## config.mk

```make
export PLATFORM = sky130hd
export DESIGN_NAME = fp_ovf_detect
export DESIGN_NICKNAME = d
export VERILOG_FILES = /design/src/rtl/fp_ovf_detect_pkg.sv /design/src/rtl/fp_ovf_limit_sel.sv /design/src/rtl/fp_ovf_exp_check.sv /design/src/rtl/fp_ovf_sticky.sv /design/src/rtl/fp_ovf_detect.sv
export SDC_FILE = /design/constraint.sdc
export NUM_CORES = 1
export LEC_CHECK = 0
export ABC_AREA = 1
export ABC_CLOCK_PERIOD_IN_PS = 2700
export CAP_MARGIN = 20
export CORE_ASPECT_RATIO = 0.6
export CORE_MARGIN = 2
export CORE_UTILIZATION = 51
export CTS_CLUSTER_DIAMETER = 150
export DETAILED_ROUTE_END_ITERATION = 10
export PLACE_DENSITY = 0.87
export SYNTH_ARGS = -nofsm -noshare
export SYNTH_HDL_FRONTEND = slang
export SYNTH_SLANG_ARGS = --single-unit
```

## constraint.sdc

```tcl
create_clock -name clk -period 2.7 [get_ports clk]
set_clock_uncertainty 0.15 [all_clocks]
set_input_delay 0.54 -clock clk [delete_from_list [all_inputs] [get_ports clk]]
set_output_delay 0.54 -clock clk [all_outputs]
set_load 0.05 [all_outputs]
```

## src/rtl/fp_ovf_detect_pkg.sv

```systemverilog
package fp_ovf_detect_pkg;

  typedef enum logic [1:0] {
    PREC_EXT = 2'b00,
    PREC_SGL = 2'b01,
    PREC_DBL = 2'b10,
    PREC_RSV = 2'b11
  } prec_e;

  typedef enum logic [2:0] {
    FMT_SGL  = 3'd0,
    FMT_DBL  = 3'd1,
    FMT_EXT  = 3'd2,
    FMT_BYTE = 3'd3,
    FMT_WORD = 3'd4,
    FMT_LONG = 3'd5,
    FMT_PKD  = 3'd6,
    FMT_PKD2 = 3'd7
  } fmt_e;

  localparam int EXC_OPERR_BIT = 0;
  localparam int EXC_UNF_BIT   = 1;
  localparam int EXC_OVF_BIT   = 2;

  // bounds applied to one result
  typedef struct packed {
    logic is_int;   // integer or packed target: range error is an operand error
    int   emax;     // largest final exponent that is still in range
    int   emin;     // smallest pre-round exponent that is not an underflow
  } limits_t;

  typedef struct packed {
    logic ovf;
    logic unf;
    logic operr;
  } flags_t;

endpackage

```

## src/rtl/fp_ovf_limit_sel.sv

```systemverilog
module fp_ovf_limit_sel
  import fp_ovf_detect_pkg::*;
#(
  parameter int SGL_EMAX  = 127,
  parameter int DBL_EMAX  = 1023,
  parameter int EXT_EMAX  = 16383,
  parameter int BYTE_W    = 8,
  parameter int WORD_W    = 16,
  parameter int LONG_W    = 32,
  parameter int PKD_LIMIT = 16384
) (
  input  logic       to_mem,
  input  logic [1:0] prec,
  input  logic [2:0] fmt,
  input  logic       sgl_op,
  output limits_t    lim
);
  localparam int SGL_EMIN = 1 - SGL_EMAX;
  localparam int DBL_EMIN = 1 - DBL_EMAX;
  localparam int EXT_EMIN = 1 - EXT_EMAX;
  localparam int BYTE_MAX = BYTE_W - 2;
  localparam int WORD_MAX = WORD_W - 2;
  localparam int LONG_MAX = LONG_W - 2;
  localparam int PKD_MAX  = PKD_LIMIT - 1;

  always_comb begin
    lim.is_int = 1'b0;
    lim.emax   = EXT_EMAX;
    lim.emin   = EXT_EMIN;
    if (!to_mem) begin
      // register target: rounding precision rules, unless mantissa-only op
      if (!sgl_op) begin
        case (prec)
          PREC_SGL: begin lim.emax = SGL_EMAX; lim.emin = SGL_EMIN; end
          PREC_DBL: begin lim.emax = DBL_EMAX; lim.emin = DBL_EMIN; end
          default:  begin lim.emax = EXT_EMAX; lim.emin = EXT_EMIN; end
        endcase
      end
    end else begin
      case (fmt)
        FMT_SGL:  begin lim.emax = SGL_EMAX; lim.emin = SGL_EMIN; end
        FMT_DBL:  begin lim.emax = DBL_EMAX; lim.emin = DBL_EMIN; end
        FMT_EXT:  begin lim.emax = EXT_EMAX; lim.emin = EXT_EMIN; end
        FMT_BYTE: begin lim.is_int = 1'b1; lim.emax = BYTE_MAX; end
        FMT_WORD: begin lim.is_int = 1'b1; lim.emax = WORD_MAX; end
        FMT_LONG: begin lim.is_int = 1'b1; lim.emax = LONG_MAX; end
        default:  begin lim.is_int = 1'b1; lim.emax = PKD_MAX;  end
      endcase
    end
  end

endmodule

```

## src/rtl/fp_ovf_exp_check.sv

```systemverilog
module fp_ovf_exp_check
  import fp_ovf_detect_pkg::*;
#(
  parameter int EXP_W = 18
) (
  input  logic signed [EXP_W-1:0] exp_i,
  input  logic                    carry_i,
  input  limits_t                 lim,
  output flags_t                  flags
);
  localparam int FIN_W = EXP_W + 1;

  logic signed [FIN_W-1:0] fin_exp;
  logic                    range_hi;
  logic                    range_lo;

  always_comb begin
    // step 1: underflow on the exponent before rounding
    range_lo = int'(exp_i) < lim.emin;
    // step 2: apply the rounding carry
    fin_exp  = $signed({exp_i[EXP_W-1], exp_i}) + $signed({{EXP_W{1'b0}}, carry_i});
    // step 3: range check on the final exponent
    range_hi = int'(fin_exp) > lim.emax;

    flags.ovf   = !lim.is_int && range_hi;
    flags.operr =  lim.is_int && range_hi;
    flags.unf   = !lim.is_int && range_lo;
  end

endmodule

```

## src/rtl/fp_ovf_sticky.sv

```systemverilog
module fp_ovf_sticky
  import fp_ovf_detect_pkg::*;
#(
  parameter int EXC_W = 8
) (
  input  logic             clk,
  input  logic             rst_n,
  input  logic             take,
  input  flags_t           new_flags,
  input  logic             clr,
  output logic [EXC_W-1:0] exc
);
  logic [EXC_W-1:0] add_bits;

  always_comb begin
    add_bits = '0;
    if (take) begin
      add_bits[EXC_OVF_BIT]   = new_flags.ovf;
      add_bits[EXC_UNF_BIT]   = new_flags.unf;
      add_bits[EXC_OPERR_BIT] = new_flags.operr;
    end
  end

  always_ff @(posedge clk or negedge rst_n) begin
    if (!rst_n) exc <= '0;
    else        exc <= (clr ? '0 : exc) | add_bits;
  end

  // a flag taken in a clearing cycle survives the clear
  p_clr_keeps_new_r8: assert property (@(posedge clk) disable iff (!rst_n)
    (take && new_flags.ovf) |=> exc[EXC_OVF_BIT]);

  // without clear or new result the byte is unchanged
  p_sticky_hold_r8: assert property (@(posedge clk) disable iff (!rst_n)
    (!take && !clr) |=> $stable(exc));

endmodule

```

## src/rtl/fp_ovf_detect.sv

```systemverilog
module fp_ovf_detect
  import fp_ovf_detect_pkg::*;
#(
  parameter int EXP_W    = 18,
  parameter int EXC_W    = 8,
  parameter int SGL_EMAX = 127,
  parameter int DBL_EMAX = 1023,
  parameter int EXT_EMAX = 16383
) (
  input  logic                    clk,
  input  logic                    rst_n,
  input  logic                    in_valid,
  output logic                    in_ready,
  input  logic                    in_sign,
  input  logic signed [EXP_W-1:0] in_exp,
  input  logic                    in_carry,
  input  logic                    in_to_mem,
  input  logic [1:0]              in_prec,
  input  logic [2:0]              in_fmt,
  input  logic                    in_sgl_op,
  output logic                    out_valid,
  input  logic                    out_ready,
  output logic                    out_sign,
  output logic                    out_ovf,
  output logic                    out_unf,
  output logic                    out_operr,
  input  logic                    clr_sticky,
  output logic [EXC_W-1:0]        sticky_exc
);
  localparam int EXT_EMIN = 1 - EXT_EMAX;

  limits_t lim;
  flags_t  cur_flags;
  logic    take;

  assign in_ready = !out_valid || out_ready;
  assign take     = in_valid && in_ready;

  fp_ovf_limit_sel #(
    .SGL_EMAX (SGL_EMAX),
    .DBL_EMAX (DBL_EMAX),
    .EXT_EMAX (EXT_EMAX)
  ) u_lim (
    .to_mem (in_to_mem),
    .prec   (in_prec),
    .fmt    (in_fmt),
    .sgl_op (in_sgl_op),
    .lim    (lim)
  );

  fp_ovf_exp_check #(.EXP_W(EXP_W)) u_chk (
    .exp_i   (in_exp),
    .carry_i (in_carry),
    .lim     (lim),
    .flags   (cur_flags)
  );

  fp_ovf_sticky #(.EXC_W(EXC_W)) u_sticky (
    .clk       (clk),
    .rst_n     (rst_n),
    .take      (take),
    .new_flags (cur_flags),
    .clr       (clr_sticky),
    .exc       (sticky_exc)
  );

  always_ff @(posedge clk or negedge rst_n) begin
    if (!rst_n) begin
      out_valid <= 1'b0;
      out_sign  <= 1'b0;
      out_ovf   <= 1'b0;
      out_unf   <= 1'b0;
      out_operr <= 1'b0;
    end else if (take) begin
      out_valid <= 1'b1;
      out_sign  <= in_sign;
      out_ovf   <= cur_flags.ovf;
      out_unf   <= cur_flags.unf;
      out_operr <= cur_flags.operr;
    end else if (out_ready) begin
      out_valid <= 1'b0;
    end
  end

  // accepted input is presented on the next cycle
  p_latency_r9: assert property (@(posedge clk) disable iff (!rst_n)
    take |=> out_valid);

  // stalled output keeps every field
  p_hold_r9: assert property (@(posedge clk) disable iff (!rst_n)
    (out_valid && !out_ready) |=>
      (out_valid && $stable({out_sign, out_ovf, out_unf, out_operr})));

  // mantissa-only ops inside the extended range never flag
  p_sgl_ext_r3: assert property (@(posedge clk) disable iff (!rst_n)
    (take && !in_to_mem && in_sgl_op &&
     int'(in_exp) < EXT_EMAX && int'(in_exp) >= EXT_EMIN) |=> (!out_ovf && !out_unf));

  // integer and packed targets never report overflow or underflow
  p_int_no_ovf_r5: assert property (@(posedge clk) disable iff (!rst_n)
    (take && in_to_mem && in_fmt >= 3'd3) |=> (!out_ovf && !out_unf));

  // an overflow reported for a fresh result is also in the sticky byte
  p_ovf_sticky_r8: assert property (@(posedge clk) disable iff (!rst_n)
    (take && cur_flags.ovf) |=> (out_ovf && sticky_exc[EXC_OVF_BIT]));

endmodule

```

==> impl_metrics.json, run 1 <==
{
  "async_flop_share_pct": 100,
  "syn_area_mm2": 0.00145,
  "dieWidth_um": 72.9,
  "seq_area_frac_synth_pct": 13.8,
  "haltStage": "5_1_grt",
  "synth_ff_type": "dfrtp_1",
  "cts.htree.levels": 1,
  "yosysTopAreaCell": "ha_1",
  "grt_max_degree": 9,
  "cts_hold_buf": 0,
  "synth_top_area_share_pct": 18.9,
  "num_rows": 14,
  "grt-ovfl-total": 28,
  "place_ws_ns": -0.542,
  "place.detailed.hpwl_um": 3600,
  "cts-buffers-inserted": 3,
  "grt_util_all_layers_pct": 66.5,
  "yosys-top-cells-area": "ha_1, nand2_1, dfrtp_1",
  "synthCells": 234,
  "root_buffer": "clkbuf_8",
  "die_h_um": 45.4,
  "syn_area_per_cell_um2": 6.21,
  "ys.warnings.count": 0,
  "io_pins": 46,
  "ys_ff_latch": 8,
  "firstError": "[ERROR GRT-0232] Routing congestion too high. Check the congestion heatmap in the GUI.",
  "status": "stopped before the end",
  "place_area_mm2": 0.00211,
  "synth.distinct_cells": 26,
  "worstEndpointGrtRepair": "out_ovf$_DFFE_PN0P_/D",
  "place_inst": 336,
  "synth_edf_count": 0,
  "port_buffers": 40,
  "initial_core_util_pct": 55.7,
  "clockBufferDepth": 2,
  "worst-endpoint-pin-kind": "register data pin",
  "gp_congestion": 0.879,
  "numClockSinks": 8
}
-- timing repair --
item	in CTS
endpoints found under the setup margin	6
buffers inserted	1
pin swaps	8
gates resized for setup	24
cloned	0
-- synth_stat cells, types with 3 or more instances --
cell,count
nand2_1,63
inv_1,32
nor2_1,25
ha_1,22
nand3_1,16
a21oi_1,11
xor2_1,9
dfrtp_1,8
nand4_1,8
nor2_2,8
buf_4,5
o21ai_0,5
nor3_1,3
-- logic make-up after synthesis --
group	count (synthesis)	synth area share [%]
compound gates	22	8.26
xor+xnor	11	6.63
fa+ha+maj	22	18.9
buf+inv	38	11.1
flops	8	13.8
mux	1	0.774
other cells	1	0.258
simple gates	131	40.3
-- metal layers --
metal	track usage, %	overflow
met5	0	0
met4	75.2	12
met2	90.0	16
met1	63.1	0
met3	47.3	0
-- per-stage QoR --
stage               hold slack [ns]  TNS [ns]
floorplan                    0.0944         0
global placement              0.319     -2.14
detailed placement            0.318     -2.63
CTS                           0.329   -0.0137
==> inputs of run 2 (changes only) <==
Settings changed: CORE_ASPECT_RATIO 0.6 to not set, CORE_UTILIZATION 51 to 40, CTS_CLUSTER_DIAMETER 150 to not set, PLACE_DENSITY 0.87 to not set, PLACE_DENSITY_LB_ADDON set to 0.15.
==> impl_metrics.json, run 2 <==
{
  "clock_latency_ns": 0.24,
  "yosysTopAreaCell": "ha_1",
  "io_pins": 46,
  "synthTopCellsByCount": "nand2_1, inv_1, nor2_1",
  "drv_cap": 0,
  "synth.distinct_cells": 26,
  "tightest_slew_ns": 0.501,
  "status": "finished, final reports clean",
  "nets": 375,
  "rr_worst_depth": 5,
  "synth.most_common_cell": "nand2_1",
  "grt_pass1_wl_um": 6640,
  "largest_reg_flops": 3,
  "diodes": 0,
  "drive_gt1_share_pct": 28.2,
  "crit_path_end_kind": "flop",
  "post_drt_wl_per_cell_um": 11.9,
  "crit_chain": "dlygate4sd2_1, ha_4, ha_4, nand2_4, nor2_4, xor2_1, ha_1, nand4_1, nor3_2, nand4_1, nor2_2, nor2_2, nand3_1, nand2_1",
  "crit_fanout": 4,
  "drt_pre_antenna_iters": 5,
  "clockBufferDepth": 2,
  "grt_util_all_layers_pct": 19.9,
  "top_register": "u_sticky.exc",
  "ys_ff_latch": 8,
  "finish.utilization_pct": 71.2,
  "timing.rr.end": "out_ovf",
  "async_flop_share_pct": 100,
  "grt-ovfl-total": 0,
  "report.final.setup_viol": 0,
  "r2r_slack_ns": 1.34,
  "cp_num_buf_inv": 1,
  "endpoint": "out_ovf",
  "seq_area_frac_synth_pct": 13.8,
  "ys.warnings.count": 0,
  "die_h_um": 64.3,
  "worstSetupStartpointType": "input port",
  "max-slew-margin-rel_pct": 66.5,
  "syn_area_per_cell_um2": 6.21,
  "p_per_area_mw_per_mm2": 252,
  "synth_top_area_share_pct": 18.9,
  "cp_slowest_cell": "ha_1",
  "p_leak_nw": 1.26,
  "die_area_mm2": 0.00413,
  "port_buffers": 40,
  "vdd_drop_max_v": 0.0000979,
  "worstPathRequired_ns": 2.69,
  "finalCriticalPeriod_ns": 2.58,
  "timing.fmax_mhz": 388,
  "place.detailed.hpwl_um": 3510,
  "vias_per_cell": 4.76,
  "setup_ws_ns": 0.122,
  "worstHoldPathType": "flop to flop",
  "r2r_start": "out_valid",
  "mostFrequentLayoutCells": "nand2_1, buf_4, inv_1",
  "core_area_mm2": 0.00342,
  "initial_core_util_pct": 42.6,
  "antenna_left": 0,
  "routed_wl_um": 4350,
  "path_clk_slew_ns": 0.06,
  "finalHoldViolCount": 0,
  "cts.htree.levels": 1,
  "layout_commonest_cell": "nand2_1",
  "seqPwrFrac_pct": 22.8,
  "drt_iter0_markers": 39,
  "grt_pass1_vias": 1594,
  "antenna_found_initial": 0,
  "clkPwrFrac_pct": 14.7,
  "place_ws_ns": -0.523,
  "critPathMaxStageDelay_ns": 0.31,
  "gp_congestion": 0.846,
  "power_switching_mw": 0.261,
  "switching_share_pct": 42.6,
  "dieWidth_um": 64.3,
  "cts_tree": "yes",
  "yosys-top-cells-area": "ha_1, nand2_1, dfrtp_1",
  "cts_hold_buf": 0,
  "syn_area_mm2": 0.00145,
  "area_delta_synth_final_pct": 67.2,
  "worstSetupPathType": "input port to flop",
  "final_cells": 365,
  "vias": 1738,
  "total_power_mw": 0.613,
  "root_buffer": "clkbuf_4",
  "internal-power_mw": 0.352,
  "cp.arrival_ns": 2.56,
  "crit_family": "simple AND/OR/NAND/NOR gates",
  "numClockSinks": 8,
  "drc": 0,
  "grt_max_degree": 9,
  "num_rows": 21,
  "synth_ff_type": "dfrtp_1",
  "combPwrFrac_pct": 62.5,
  "place_inst": 357,
  "fillers": 313,
  "final.period_utilization_pct": 95.5,
  "cp-startpoint": "in_carry",
  "path_depth": 14,
  "synthCells": 234,
  "synth_edf_count": 0,
  "drv_slew": 0,
  "cts-buffers-inserted": 3
}
[run 2: cell counts after synthesis]
Identical to the previous run, type by type.
[run 2: cell type report]
class	count	area (um2)	share of cell area (%)
Sequential cell	8	200	8.23
Inverter	33	124	5.10
Clock buffer	3	22.5	0.926
Tap cell	46	57.6	2.37
Multi-Input combinational cell	192	1270	52.3
Timing Repair Buffer	83	756	31.1
[run 2: power groups by stage]
stage / combinational, mW / sequential, mW / clock, mW
final: 0.383 / 0.140 / 0.0900
after floorplan: 0.147 / 0.190 / 0
after global placement: 0.345 / 0.142 / 0
after detailed placement: 0.350 / 0.142 / 0
after global routing: 0.418 / 0.142 / 0.0989
after CTS: 0.359 / 0.140 / 0.0918
[run 2: per-stage QoR]
| stage | hold WS [ns] | TNS [ns] | cell area (um2) |
|---|---|---|---|
| 5_1_grt | 0.370 | -0.0459 | 2430 |
| 6_report | 0.328 | 0 | 2430 |
| 4_1_cts | 0.332 | 0 | 2270 |
| 3_5_place_dp | 0.319 | -2.60 | 2180 |
| 2_1_floorplan | 0.0944 | 0 | 1470 |
| 3_3_place_gp | 0.316 | -2.44 | 2180 |
[run 2: tightest hold or removal path: stages, from the launching register on]
cell	delay, ns
dfrtp_1	0.33
nand2_1	0.06
nand2_1	0.05
[run 2: worst min-delay path by stage]
| stage | end | start | depth (start not counted) | slack [ns] |
|---|---|---|---|---|
| 5_1_grt | out_unf | out_unf | 2 | 0.37 |
| 3_3_place_gp | u_sticky.exc[1] | u_sticky.exc[1] | 2 | 0.32 |
| 2_1_floorplan | out_operr | rst_n | 0 | 0.09 |
| 6_report | u_sticky.exc[2] | u_sticky.exc[2] | 2 | 0.33 |
| 3_5_place_dp | u_sticky.exc[2] | u_sticky.exc[2] | 2 | 0.32 |
| 4_1_cts | u_sticky.exc[0] | u_sticky.exc[0] | 2 | 0.33 |
[run 2: what timing repair did]
| item | CTS | global route |
|---|---|---|
| resized for setup | 16 | 37 |
| pin swaps | 7 | 16 |
| gates cloned | 0 | 0 |
| buffers inserted | 2 | 3 |
| setup endpoints to repair | 5 | 6 |
[run 2: layer usage]
layer	share of wire [%]	GRT usage, %	vias to the layer above	wire length [um]
met3	2.4	1.23	2	105
met2	56	41.0	36	2430
met1	42	22.8	774	1810
met5	0	0	-	0
li1	-	-	926	-
met4	0.092	1.60	0	4
[run 2: logic make-up (layout without fill, tap and decap cells)]
group	after synthesis	after routing	share of synthesized area, %
AND/OR/NAND/NOR	131	131	40.3
buffers and inverters	38	119	11.1
adder cells (fa/ha/maj)	22	22	18.9
AO/OA/AOI/OAI	22	22	8.26
XOR/XNOR	11	11	6.63
flip-flops	8	8	13.8
other	1	5	0.258
multiplexers	1	1	0.774
No activity file was read; power rests on OpenSTA's default activity.
==> inputs of run 3 (changes only) <==
Settings changed: ABC_AREA 1 to not set, CORE_AREA set to 2 2 63 65, CORE_MARGIN 2 to not set, CORE_UTILIZATION 40 to not set, DIE_AREA set to 0 0 65 67.
==> impl_metrics.json, run 3 <==
{
  "largest_reg_flops": 3,
  "worstSetupPathType": "input port to flop",
  "die_h_um": 67,
  "rsz0062_at_grt": "true",
  "status": "complete, but fails checks",
  "tightest_slew_ns": 0.503,
  "met1_usage_pct": 21.3,
  "top_register": "u_sticky.exc",
  "synth.distinct_cells": 43,
  "max-slew-margin-rel_pct": 66.4,
  "setup_tns_ns": -0.0702,
  "numClockSinks": 8,
  "grt_util_all_layers_pct": 18.2,
  "cts_tree": "yes",
  "yosys-top-cells-area": "ha_1, dfrtp_1, xnor2_1",
  "drv_cap": 0,
  "fin_hold_ws_ns": 0.331,
  "setup_ws_ns": -0.0284,
  "worstSetupStartpointType": "input port",
  "drive_gt1_share_pct": 40.3,
  "routed_wl_um": 3890,
  "critPathMaxStageDelay_ns": 0.29,
  "async_flop_share_pct": 100,
  "clockBufferDepth": 2,
  "grt_pass1_wl_um": 6200,
  "cts.htree.levels": 1,
  "final.period_utilization_pct": 101,
  "post_drt_wl_per_cell_um": 13.7,
  "top_usage_layer": "met2",
  "diodes": 0,
  "worstPathRequired_ns": 2.64,
  "core_area_mm2": 0.00361,
  "synth_edf_count": 0,
  "io_pins": 46,
  "synthCells": 151,
  "multiInputGateArea_mm2": 0.00120,
  "vias_per_cell": 5.05,
  "port_buffers": 40,
  "finalHoldViolCount": 0,
  "grt_use_met2_pct": 34.0,
  "dieWidth_um": 65,
  "seq_area_frac_synth_pct": 16.4,
  "vdd_drop_max_v": 0.000227,
  "die_area_mm2": 0.00436,
  "drv_slew": 0,
  "violations": "setup timing",
  "cts_hold_buf": 0,
  "synth_top_area_share_pct": 22.6,
  "crit_chain": "dlygate4sd2_1, buf_4, mux2i_1, nand2_1, inv_2, o21a_1, ha_4, a211oi_1, o31ai_2, o21ai_2, a211oi_2, nor3_2, o22ai_1",
  "crit_fanout": 4,
  "nets": 292,
  "p_per_area_mw_per_mm2": 304,
  "root_buffer": "clkbuf_8",
  "finalCriticalPeriod_ns": 2.73,
  "gp_congestion": 0.854,
  "fillers": 322,
  "drt_pre_antenna_iters": 4,
  "synthTopCellsByCount": "ha_1, nand2_1, xnor2_1",
  "path_clk_slew_ns": 0.04,
  "report.final.setup_viol": 4,
  "antenna_left": 0,
  "grt_max_degree": 9,
  "antenna_found_initial": 0,
  "vias": 1434,
  "ys_ff_latch": 8,
  "place.detailed.hpwl_um": 3100,
  "worstHoldPathType": "flop to flop",
  "clock_latency_ns": 0.23,
  "regArea_um2": 200,
  "cts-buffers-inserted": 3,
  "synth.most_common_cell": "ha_1",
  "grt_pass1_vias": 1459,
  "yosysTopAreaCell": "ha_1",
  "cp_slowest_cell": "a211oi_1",
  "timing.fmax_mhz": 367,
  "syn_area_per_cell_um2": 8.07,
  "drt_iter0_markers": 48,
  "num_rows": 22,
  "crit_path_end_kind": "flop",
  "synth_ff_type": "dfrtp_1",
  "mostFrequentLayoutCells": "buf_4, clkdlybuf4s50_1, nand2_1, ha_1",
  "cp.arrival_ns": 2.67,
  "grt-ovfl-total": 0,
  "syn_area_mm2": 0.00122,
  "p_leak_nw": 0.994,
  "area_delta_synth_final_pct": 84.9,
  "layout_commonest_cell": "buf_4",
  "ys.warnings.count": 0,
  "initial_core_util_pct": 33.8,
  "grt_use_met3_pct": 4.56,
  "drc": 0
}
## run 3: changes by cell type in the layout (fill, tap and decap cells not counted), moves of 9 or more
cell            delta
nor2_1            -14
nand2_1           -46
inv_1             -21
dlymetal6s2s_1     -9
nor2_2             -9
## run 3: final cells by class
| cell class | instances | share of cell area [%] |
|---|---|---|
| multi-input combinational | 132 | 53.3 |
| timing repair buffer | 84 | 31.8 |
| clock buffer | 3 | 1.83 |
| tap | 48 | 2.67 |
| sequential | 8 | 8.88 |
| inverter | 9 | 1.50 |
## run 3: per-layer routing
metal / part of all wire [%] / up-vias
li1: - / 725
met5: 0 / -
met3: 3.9 / 2
met2: 52 / 34
met1: 43 / 673
met4: 0.54 / 0
## run 3: logic make-up after synthesis
group	after synthesis	synth area share, %
AOI/OAI and AO/OA	34	19.0
xor gates and xnor gates	14	10.1
adders and majority gates	22	22.6
buffers and inverters	15	6.16
DFF	8	16.4
muxes	2	1.75
other	1	0.308
and+or+nand+nor	55	23.7
## run 3: timing repair
item,in CTS,in global routing
setup buffers,8,4
pin swaps,27,29
gates resized for setup,55,24
setup endpoints to repair,6,6
## run 3: path summary, 6_finish.rpt
check                           startpoint              end  slack (ns)  depth (start not counted)
min in group asynchronous            rst_n  u_sticky.exc[1]        0.46                          1
worst max register to register   out_valid        out_operr        1.28                          4
worst min register to register    out_sign         out_sign        0.33                          1
worst max-delay path             in_fmt[1]  u_sticky.exc[2]       -0.03                         13
max in group asynchronous            rst_n  u_sticky.exc[2]        1.66                          1
worst min-delay path              out_sign         out_sign        0.33                          1
## run 3: stage by stage
| step | std cells | power, mW | area (um2) | setup WS [ns] | utilization [%] |
|---|---|---|---|---|---|
| finish | 284 | 0.685 | 2250 | -0.0284 | 62.5 |
| global route | 284 | 0.737 | 2250 | -0.178 | 62.5 |
| CTS | 282 | 0.667 | 2180 | -0.0999 | 60.3 |
| detailed placement | 271 | 0.498 | 1980 | -0.719 | 54.9 |
| global placement | 271 | 0.489 | 1980 | -0.596 | 54.9 |
| floorplan | 155 | 0.337 | 1300 | 0.00504 | - |
## run 3: critical path: cells and delay by family
kind	cells	cell delay, ns
compound gates	6	0.96
simple gates	2	0.34
fa+ha+maj	1	0.21
mux	1	0.12
buf+inv	3	0.50
## run 3: report_power, final
| part | total [mW] | internal [mW] | switching [mW] |
|---|---|---|---|
| Sequential | 0.141 | 0.134 | 0.00696 |
| Clock | 0.143 | 0.0966 | 0.0468 |
| Combinational | 0.401 | 0.188 | 0.213 |
